**src/rtl/tmr_pkg.sv**
```systemverilog
package tmr_pkg;
    localparam int DATA_W = 32;
    localparam int WORD_W = 10;

    localparam logic [WORD_W-1:0] W_CTRL   = 10'h000;
    localparam logic [WORD_W-1:0] W_COUNT  = 10'h001;
    localparam logic [WORD_W-1:0] W_RELOAD = 10'h002;
    localparam logic [WORD_W-1:0] W_FLAG   = 10'h003;
    localparam logic [WORD_W-1:0] W_ID_LO  = 10'h3F4;
    localparam logic [WORD_W-1:0] W_ID_HI  = 10'h3FF;

    localparam int CB_EN   = 0;
    localparam int CB_GATE = 1;
    localparam int CB_PCLK = 2;
    localparam int CB_IRQ  = 3;

    typedef enum logic [1:0] {
        TS_STOP  = 2'd0,
        TS_COUNT = 2'd1,
        TS_REST  = 2'd2
    } tmr_state_e;

    function automatic logic [7:0] id_byte(input logic [3:0] idx);
        logic [7:0] b;
        unique case (idx)
            4'd0:    b = 8'h04;
            4'd4:    b = 8'h22;
            4'd5:    b = 8'hB8;
            4'd6:    b = 8'h1B;
            4'd8:    b = 8'h0D;
            4'd9:    b = 8'hF0;
            4'd10:   b = 8'h05;
            4'd11:   b = 8'hB1;
            default: b = 8'h00;
        endcase
        return b;
    endfunction
endpackage

```
**src/rtl/tmr_ext_tick.sv**
```systemverilog
module tmr_ext_tick #(
    parameter int SYNC_STAGES = 2
) (
    input  logic pclk,
    input  logic presetn,
    input  logic ext_in,
    input  logic gate_sel,
    input  logic clk_sel,
    output logic tick_o
);
    localparam int LAST = SYNC_STAGES - 1;

    logic [LAST:0] sync_q;
    logic          prev_q;

    always_ff @(posedge pclk or negedge presetn) begin
        if (!presetn) begin
            sync_q[0] <= 1'b0;
        end else begin
            sync_q[0] <= ext_in;
        end
    end

    generate
        for (genvar g = 1; g < SYNC_STAGES; g++) begin : g_sync
            always_ff @(posedge pclk or negedge presetn) begin
                if (!presetn) begin
                    sync_q[g] <= 1'b0;
                end else begin
                    sync_q[g] <= sync_q[g-1];
                end
            end
        end
    endgenerate

    always_ff @(posedge pclk or negedge presetn) begin
        if (!presetn) begin
            prev_q <= 1'b0;
        end else begin
            prev_q <= sync_q[LAST];
        end
    end

    always_comb begin
        if (clk_sel) begin
            tick_o = sync_q[LAST] & ~prev_q;
        end else if (gate_sel) begin
            tick_o = sync_q[LAST];
        end else begin
            tick_o = 1'b1;
        end
    end

    a_r10_edge_single: assert property (@(posedge pclk) disable iff (!presetn)
        (clk_sel && tick_o) |=> !(clk_sel && tick_o));
endmodule

```
**src/rtl/tmr_count_fsm.sv**
```systemverilog
module tmr_count_fsm
    import tmr_pkg::*;
#(
    parameter int CNT_W = 32
) (
    input  logic             pclk,
    input  logic             presetn,
    input  logic             run_en,
    input  logic             tick,
    input  logic             load,
    input  logic [CNT_W-1:0] load_data,
    input  logic [CNT_W-1:0] reload,
    output logic [CNT_W-1:0] count_o,
    output logic             expire_o
);
    localparam logic [CNT_W-1:0] ONE  = CNT_W'(1);
    localparam logic [CNT_W-1:0] ZERO = '0;

    tmr_state_e       state_q, state_d;
    logic [CNT_W-1:0] cnt_q, cnt_d;
    logic             expire;

    always_ff @(posedge pclk or negedge presetn) begin
        if (!presetn) begin
            state_q <= TS_STOP;
            cnt_q   <= '0;
        end else begin
            state_q <= state_d;
            cnt_q   <= cnt_d;
        end
    end

    always_comb begin
        state_d = state_q;
        cnt_d   = cnt_q;
        expire  = 1'b0;
        if (load) begin
            cnt_d   = load_data;
            state_d = run_en ? TS_COUNT : TS_STOP;
        end else if (!run_en) begin
            state_d = TS_STOP;
        end else begin
            unique case (state_q)
                TS_STOP, TS_COUNT: begin
                    state_d = TS_COUNT;
                    if (tick) begin
                        if (cnt_q == ONE) begin
                            cnt_d   = ZERO;
                            expire  = 1'b1;
                            state_d = TS_REST;
                        end else if (cnt_q == ZERO) begin
                            cnt_d = reload;
                        end else begin
                            cnt_d = cnt_q - ONE;
                        end
                    end
                end
                TS_REST: begin
                    if (tick) begin
                        cnt_d   = reload;
                        state_d = TS_COUNT;
                    end
                end
                default: state_d = TS_STOP;
            endcase
        end
    end

    assign count_o  = cnt_q;
    assign expire_o = expire;

    a_r3_one_to_zero: assert property (@(posedge pclk) disable iff (!presetn)
        expire_o |=> (count_o == ZERO && state_q == TS_REST));
    a_r4_rest_reload: assert property (@(posedge pclk) disable iff (!presetn)
        (state_q == TS_REST && run_en && tick && !load) |=> (count_o == $past(reload)));
    a_r2_frozen_off: assert property (@(posedge pclk) disable iff (!presetn)
        (!run_en && !load) |=> $stable(count_o));
    a_r6_zero_silent: assert property (@(posedge pclk) disable iff (!presetn)
        (count_o == ZERO && state_q == TS_COUNT) |-> !expire_o);
endmodule

```
**src/rtl/tmr_regs.sv**
```systemverilog
module tmr_regs
    import tmr_pkg::*;
#(
    parameter int CNT_W  = 32,
    parameter int ADDR_W = 12
) (
    input  logic              pclk,
    input  logic              presetn,
    input  logic              psel,
    input  logic              penable,
    input  logic              pwrite,
    input  logic [ADDR_W-1:0] paddr,
    input  logic [DATA_W-1:0] pwdata,
    input  logic [CNT_W-1:0]  count,
    input  logic              expire,
    output logic [DATA_W-1:0] prdata,
    output logic [3:0]        ctrl_o,
    output logic [CNT_W-1:0]  reload_o,
    output logic              load_o,
    output logic              flag_o
);
    logic [WORD_W-1:0] word;
    logic              wr;
    logic [3:0]        ctrl_q;
    logic [CNT_W-1:0]  reload_q;
    logic              flag_q;
    logic [3:0]        id_idx;

    assign word   = paddr[ADDR_W-1:2];
    assign wr     = psel & penable & pwrite;
    assign id_idx = 4'(word - W_ID_LO);

    always_ff @(posedge pclk or negedge presetn) begin
        if (!presetn) begin
            ctrl_q   <= '0;
            reload_q <= '0;
            flag_q   <= 1'b0;
        end else begin
            if (wr && word == W_CTRL) begin
                ctrl_q <= pwdata[3:0];
            end
            if (wr && word == W_RELOAD) begin
                reload_q <= pwdata[CNT_W-1:0];
            end
            if (expire && ctrl_q[CB_IRQ]) begin
                flag_q <= 1'b1;
            end else if (wr && word == W_FLAG && pwdata[0]) begin
                flag_q <= 1'b0;
            end
        end
    end

    always_comb begin
        prdata = '0;
        if (word == W_CTRL) begin
            prdata[3:0] = ctrl_q;
        end else if (word == W_COUNT) begin
            prdata[CNT_W-1:0] = count;
        end else if (word == W_RELOAD) begin
            prdata[CNT_W-1:0] = reload_q;
        end else if (word == W_FLAG) begin
            prdata[0] = flag_q;
        end else if (word >= W_ID_LO && word <= W_ID_HI) begin
            prdata[7:0] = id_byte(id_idx);
        end
    end

    assign ctrl_o   = ctrl_q;
    assign reload_o = reload_q;
    assign load_o   = wr && (word == W_COUNT || word == W_RELOAD);
    assign flag_o   = flag_q;

    a_r5_set_needs_en: assert property (@(posedge pclk) disable iff (!presetn)
        $rose(flag_q) |-> $past(expire && ctrl_q[CB_IRQ]));
    a_r8_w1c: assert property (@(posedge pclk) disable iff (!presetn)
        (wr && word == W_FLAG && pwdata[0] && !expire) |=> !flag_q);
    a_r8_hold: assert property (@(posedge pclk) disable iff (!presetn)
        (flag_q && !(wr && word == W_FLAG)) |=> flag_q);
endmodule

```
**src/rtl/apb_reload_timer.sv**
```systemverilog
module apb_reload_timer
    import tmr_pkg::*;
#(
    parameter int CNT_W       = 32,
    parameter int ADDR_W      = 12,
    parameter int SYNC_STAGES = 2
) (
    input  logic              pclk,
    input  logic              presetn,
    input  logic              psel,
    input  logic              penable,
    input  logic              pwrite,
    input  logic [ADDR_W-1:0] paddr,
    input  logic [31:0]       pwdata,
    output logic [31:0]       prdata,
    output logic              pready,
    output logic              pslverr,
    input  logic              ext_in,
    output logic              irq_o
);
    logic [3:0]       ctrl;
    logic [CNT_W-1:0] reload, count;
    logic             load, expire, tick, flag;

    tmr_regs #(.CNT_W(CNT_W), .ADDR_W(ADDR_W)) u_regs (
        .pclk(pclk), .presetn(presetn), .psel(psel), .penable(penable),
        .pwrite(pwrite), .paddr(paddr), .pwdata(pwdata), .count(count),
        .expire(expire), .prdata(prdata), .ctrl_o(ctrl), .reload_o(reload),
        .load_o(load), .flag_o(flag)
    );

    tmr_ext_tick #(.SYNC_STAGES(SYNC_STAGES)) u_tick (
        .pclk(pclk), .presetn(presetn), .ext_in(ext_in),
        .gate_sel(ctrl[CB_GATE]), .clk_sel(ctrl[CB_PCLK]), .tick_o(tick)
    );

    tmr_count_fsm #(.CNT_W(CNT_W)) u_fsm (
        .pclk(pclk), .presetn(presetn), .run_en(ctrl[CB_EN]), .tick(tick),
        .load(load), .load_data(pwdata[CNT_W-1:0]), .reload(reload),
        .count_o(count), .expire_o(expire)
    );

    assign pready  = 1'b1;
    assign pslverr = 1'b0;
    assign irq_o   = flag;

    a_r7_load_count: assert property (@(posedge pclk) disable iff (!presetn)
        (psel && penable && pwrite && paddr[ADDR_W-1:2] == W_RELOAD)
        |=> (count == $past(pwdata[CNT_W-1:0]) && reload == count));
endmodule

```
**config.mk**
```make
export PLATFORM = sky130hd
export DESIGN_NAME = apb_reload_timer
export DESIGN_NICKNAME = d
export VERILOG_FILES = /design/src/rtl/tmr_pkg.sv /design/src/rtl/tmr_ext_tick.sv /design/src/rtl/tmr_count_fsm.sv /design/src/rtl/tmr_regs.sv /design/src/rtl/apb_reload_timer.sv
export SDC_FILE = /design/constraint.sdc
export NUM_CORES = 1
export LEC_CHECK = 0
export ABC_CLOCK_PERIOD_IN_PS = 7050
export BUFFER_PORTS_ARGS = -buffer_cell sky130_fd_sc_hd__clkbuf_2
export CAP_MARGIN = 5
export CORE_UTILIZATION = 50
export CTS_CLUSTER_SIZE = 16
export DETAILED_ROUTE_END_ITERATION = 8
export HOLD_SLACK_MARGIN = 0.06
export PLACE_DENSITY = 0.72
export SKIP_CTS_REPAIR_TIMING = 1
export SLEW_MARGIN = 10
export SYNTH_ARGS = -nofsm -noshare
export SYNTH_HDL_FRONTEND = slang
export SYNTH_SLANG_ARGS = --single-unit
```
**constraint.sdc**
```tcl
create_clock -name pclk -period 7.05 [get_ports pclk]
set_clock_uncertainty 0.15 [all_clocks]
set_input_delay 0.705 -clock pclk [delete_from_list [all_inputs] [get_ports pclk]]
set_output_delay 0.705 -clock pclk [all_outputs]
set_load 0.01 [all_outputs]
```
# Yosys cells after proc, flatten, opt, wreduce, memory -nomap -nowiden
# Memory sizes are Yosys's and may differ from the RTL's.
# Index checks and enable logic that the tools add are counted.
[totals]
register_bits = 74
romBits = 128
inputBits = 50
output_inout_bits = 35
elab_cells = 73
n_memories = 1
[memory_table]
columns = ["name", "words", "width", "read_ports", "rd_clocked_by_memory_dff", "write_ports", "line", "text"]
rows = [
  ["(name not given)", 16, 8, 1, 0, 0, "tmr_pkg.sv:25", "unique case (idx)"],
]
[classes]
n_addsub = 2
magnitude_cmp = 2
eq_ne = 9
mux = 31
bitwise_logic = 4
n_reduce_logical = 16
[ops]
columns = ["cell", "count"]
rows = [
  ["$mux 32", 7],
  ["$pmux 32 s2", 1],
  ["$eq 32x1->1 const B", 1],
  ["$logic_not 32->1", 1],
  ["$sub 32x1->32 const B", 1],
  ["$mux 28", 1],
  ["$mux 24", 1],
  ["$eq 10x2->1 const B", 2],
  ["$mux 8", 2],
  ["$mux 1", 11],
  ["$eq 10x1->1 const B", 1],
  ["$ge 10x10->1 const B", 1],
  ["$le 10x10->1 const B", 1],
  ["$logic_not 10->1", 1],
  ["$mux 2", 5],
  ["$logic_and 1x1->1", 7],
  ["$mux 7", 1],
  ["$ne 3x3->1 const B", 2],
  ["$mux 4", 1],
  ["$ne 4x4->1 const B", 1],
  ["$pmux 2 s2", 1],
  ["$reduce_and 4->1", 1],
  ["$reduce_bool 2->1", 2],
  ["$sub 4x3->4 const B", 1],
  ["other kinds (8)", 10],
]

# Depth between registers and ports, before layout
[depth]
word_depth = 9
ltp_mapped = 10
ltp_nobuf = 8

# Cells and area by module
# A second synthesis with hierarchy kept.
[hier_totals]
cells_unflattened = 607
area_unflattened_um2 = 5476.5
[by_module_without_submodules]
columns = ["mod", "instances", "cells_per_inst", "area_each_um2", "seq_area_each_um2"]
rows = [
  ["tmr_count_fsm", 1, 386, 3031.7, 850.8],
  ["tmr_regs", 1, 211, 2326.0, 925.9],
  ["tmr_ext_tick", 1, 6, 96.3, 75.1],
  ["apb_reload_timer", 1, 4, 22.5, 0.0],
]

# Least setup slack after synthesis
# Ideal clock, no wire load.
[synth_timing]
path_kind = "input to output"
start = "in paddr[4]"
end = "out prdata[11]"
arrival_time_ps = 2372
required_ps = 6195
setup_slack_ps = 3823
path_stages = 9
path_buffers = 1
path_cell_list = "inv_1 > ha_1 > nor3b_1 > and2_1 > nand2_1 > nor2_1 > clkbuf_1 > a22oi_1 > nor2_1"
[synth_via]
elab_chain_cells = 4
word_cells_on_any_way = 6
classes_between = "eq/ne (2); mux (3); reduce/logical (1)"
[synth_rtl]
columns = ["item", "line", "text"]
rows = [
  ["start: declaration", "apb_reload_timer.sv:13", "input logic [ADDR_W-1:0] paddr,"],
  ["$eq 10x2->1", "tmr_regs.sv:59", "end else if (word == W_RELOAD) begin"],
  ["$mux 24", "tmr_regs.sv:59", ""],
  ["$mux 32", "tmr_regs.sv:57", "end else if (word == W_COUNT) begin"],
  ["$mux 28 (*)", "tmr_regs.sv:55", "if (word == W_CTRL) begin"],
  ["end: declaration", "apb_reload_timer.sv:15", "output logic [31:0] prdata,"],
]
# Mark *: on every way between the ends. The rest lies on a longest branch, timed or not.

# Worst setup path after layout
[layout_timing]
start = "in paddr[2]"
end = "out prdata[2]"
[layout_via]
elab_chain_cells = 7
word_cells_on_any_way = 14
classes_between = "add/sub (1); order compare (2); eq/ne (3); mux (5); reduce/logical (2); memory (1)"
[layout_rtl]
columns = ["item", "line", "text"]
rows = [
  ["$sub 4x3->4 (tied with other cells)", "tmr_regs.sv:31", "assign id_idx = 4'(word - W_ID_LO);"],
  ["$mem_v2 16x8 / $logic_and 1x1->1 (equally long branches)", "--", ""],
  ["$mux 8", "tmr_regs.sv:63", "end else if (word >= W_ID_LO && word <= W_ID_HI) begin"],
  ["$mux 7", "tmr_regs.sv:61", "end else if (word == W_FLAG) begin"],
  ["$mux 8", "tmr_regs.sv:59", ""],
  ["$mux 32", "tmr_regs.sv:57", ""],
  ["$mux 4 (*)", "tmr_regs.sv:55", ""],
]
# Marks and branches as above.

==> flow_metrics.py <==
metrics = {
    "layout": {
        "post-route-util_pct": 58.4,
        "final_cell_area_um2": 5710,
        "n_antenna_cell": 0,
        "nets": 669,
        "finalNonFillerCells": 747,
        "drive_gt1_share_pct": 26.7,
        "syn_to_final_growth_pct": 12.7,
    },
    "run_status": {
        "status": "complete, no violations",
    },
    "timing": {
        "slew_headroom_pct": 24.2,
        "report.final.slew_viol_count": 0,
        "fmax_mhz": 270,
        "setup_viol": 0,
        "period_needed_ns": 3.70,
        "fin_crit_sh_pct": 52.5,
        "setup_tns_ns": 0,
        "tightest_slew_ns": 1.13,
        "hold_viol_final": 0,
        "rsz0062_at_grt": "no",
    },
    "cts": {
        "clk_pin_slew_ns": 0.08,
        "cts-buffers-inserted": 9,
        "worstSkewPairLatency_ns": 0.35,
        "clockRootBuffer": "clkbuf_8",
        "cts.sinks": 74,
        "h-tree-depth": 3,
        "clk_path_buf_depth": 2,
        "cts_tree": "done",
    },
    "worst_setup_path": {
        "end_kind": "output pin",
        "reg2reg_depth": 6,
        "rr_endpoint": "u_fsm.count_o[18]",
        "worstPathMaxFanout": 8,
        "start_kind": "primary input",
        "r2r_slack_ns": 3.90,
        "timing.rr.start": "u_fsm.count_o[12]",
        "worstPathRequired_ns": 6.19,
        "cp-endpoint": "prdata[2]",
        "path_class": "in -> out",
        "critPathLaunch": "paddr[2]",
        "arrival_ns": 2.85,
    },
    "yosys": {
        "synth.top_cell.area_share_pct": 36.6,
        "yosys.area_share.simple_pct": 20.6,
        "yosys.cell_types.count": 62,
        "yosys.area_share.adder_pct": 2.47,
        "synth_top_family_by_area": "simple AND/OR/NAND/NOR gates",
        "ys_seq_elements": 74,
        "syn_nets": 614,
        "async_reset_ff_share_pct": 100,
        "synth_edf_count": 0,
        "synth.area.top_cells": "dfrtp_1 37%, mux2_2 8.4%, nor2_1 4.8%, a22oi_1 3.7%, o21ai_0 2.9%",
        "yosys.area.top_type": "dfrtp_1",
        "synth_mux_area_share_pct": 10.8,
        "netlist_area_um2": 5060,
        "yosysWarnings": 0,
        "ys_seq_area_share_pct": 36.6,
        "avgSynthCellArea_um2": 9.14,
        "synthXorXnorAreaFrac_pct": 3.46,
        "synth_top_flop_cell": "dfrtp_1",
        "synth_compound_area_share_pct": 20.6,
        "syn_inst": 554,
    },
    "grt": {
        "overflow": 0,
        "antenna_found_initial": 0,
        "grt_usage_pct": 27.2,
        "grt_pass1_wl_um": 22100,
        "grt_max_degree": 75,
        "grt_pass1_vias": 4368,
    },
    "min_path": {
        "hp-class": "reg -> reg",
    },
    "place": {
        "routabilityCongestion": 0.890,
        "place_inst": 731,
        "dp_hpwl_um": 8990,
        "port_buffers": 80,
        "place_area_um2": 5470,
    },
    "die": {
        "dieArea_um2": 10500,
        "initial_core_util_pct": 51.8,
        "die_h_um": 103,
        "ios": 85,
        "fp.dieW_um": 103,
        "coreArea_um2": 9770,
        "fp-row-count": 36,
    },
    "job": {
        "maxCapViolations": 0,
    },
    "detailed_routing": {
        "via_per_inst": 6.19,
        "routed.top_layer": "met4",
        "vias": 4621,
        "drc": 0,
        "wl_met1_um": 5930,
        "wl_um": 13400,
        "ant_nets": 0,
        "drt_iter0_markers": 405,
        "routed-wl-met3_um": 913,
        "dr.pass1.iters": 5,
        "wl_per_cell_um": 18.0,
        "wl_met2_um": 6450,
    },
    "power_and_ir_drop": {
        "ir_drop_v": 0.000130,
        "power_leakage_nw": 2.79,
        "pwr_density_cell_nw_per_um2": 200,
    },
}
-- synthesized netlist by cell type (10+ instances only) --
cell       n
nand2_1   35
or3_1     12
nor3_1    12
mux2_2    38
nand3_1   14
ha_1      10
o22ai_1   17
nor2_1    65
inv_1     11
a21oi_1   27
o21ai_0   29
dfrtp_1   74
clkbuf_1  27
nor4_1    11
a22oi_1   25
xnor2_1   16
mux2i_1   12
-- flip-flops by register name (all words and copies together), names as in the netlist --
signal           flops
u_fsm.count_o       32
u_regs.reload_o     32
u_regs.ctrl_o        4
u_fsm.state_q        2
u_tick.sync_q        2
u_regs.flag_o        1
u_tick.prev_q        1
-- worst min path at each step --
stage                                 from                to  depth (start not counted)
after floorplan           u_tick.sync_q[0]  u_tick.sync_q[1]                          0
after global placement    u_tick.sync_q[0]  u_tick.sync_q[1]                          0
after detailed placement  u_tick.sync_q[0]  u_tick.sync_q[1]                          0
after CTS                 u_tick.sync_q[0]  u_tick.sync_q[1]                          0
after global routing      u_tick.sync_q[0]  u_tick.sync_q[1]                          0
final                     u_tick.sync_q[0]  u_tick.sync_q[1]                          0
-- logic make-up (layout without fill, tap and decap cells) --
| kind of cell | count (synthesis) | in the layout |
|---|---|---|
| AND/OR/NAND/NOR | 195 | 195 |
| AO/OA/AOI/OAI | 148 | 148 |
| flip-flops | 74 | 74 |
| buffers and inverters | 55 | 115 |
| multiplexers | 50 | 50 |
| XOR/XNOR | 20 | 20 |
| adder cells (fa/ha/maj) | 10 | 10 |
| other | 2 | 2 |
-- report_power, final --
group / leakage (nW) / switching (mW) / internal [mW]
registers: 0.989 / 0.0256 / 0.441
clock network: 0.119 / 0.164 / 0.228
logic: 1.68 / 0.164 / 0.118
-- layout by cell type (no fill, tap or decap), types with 3 or more instances in the layout --
cell | Yosys | final
a211oi_1 | 5 | 5
a21o_1 | 3 | 3
a21oi_1 | 27 | 27
a221oi_1 | 4 | 4
a221oi_2 | 7 | 7
a22oi_1 | 25 | 25
a32oi_1 | 5 | 5
and3_1 | 7 | 7
buf_4 | 4 | 9
clkbuf_2 | 0 | 79
clkbuf_8 | 0 | 12
dfrtp_1 | 74 | 74
ha_1 | 10 | 10
inv_1 | 11 | 11
mux2_2 | 38 | 38
mux2i_1 | 12 | 12
nand2_1 | 35 | 35
nand3_1 | 14 | 14
nand4_1 | 8 | 8
nand4b_1 | 3 | 3
nor2_1 | 65 | 65
nor2b_1 | 4 | 4
nor3_1 | 12 | 12
nor4_1 | 11 | 11
nor4_4 | 3 | 3
o21ai_0 | 29 | 29
o21ai_1 | 6 | 6
o22ai_1 | 17 | 17
o31ai_1 | 3 | 3
or3_1 | 12 | 12
or4_1 | 6 | 6
xnor2_1 | 16 | 16
xor2_1 | 4 | 4
-- metal layers --
metal  track usage [%]  vias up
met3              4.20       11
met2              45.1      171
li1                  -     2176
met1              36.9     2263
met5                 0        -
met4              7.69        0
-- metrics by stage --
step                      hold WS (ns)  worst slack [ns]  power, mW
after floorplan                  0.181              3.82      0.686
after detailed placement         0.191              3.38      0.752
final                            0.211              3.35       1.14
after CTS                        0.214              3.37       1.15
after global routing             0.216              3.11       1.20
after global placement           0.193              3.41      0.745
-- worst max-delay path, stage by stage --
cell      delay, ns
clkbuf_2       0.13
inv_1          0.11
ha_1           0.23
nand2_1        0.06
a211oi_1       0.80
a32oi_1        0.21
a211oi_1       0.34
a21o_1         0.13
clkbuf_2       0.13
-- final cells by class --
type	count	area (um2)
Tap cell	133	166
Clock buffer	12	165
Sequential cell	74	1850
Multi-Input combinational cell	425	2950
Inverter	11	41.3
Clock inverter	4	72.6
Timing Repair Buffer	88	463
Fill cell	911	4070
Note: power is estimated with default switching activity, not from simulation.
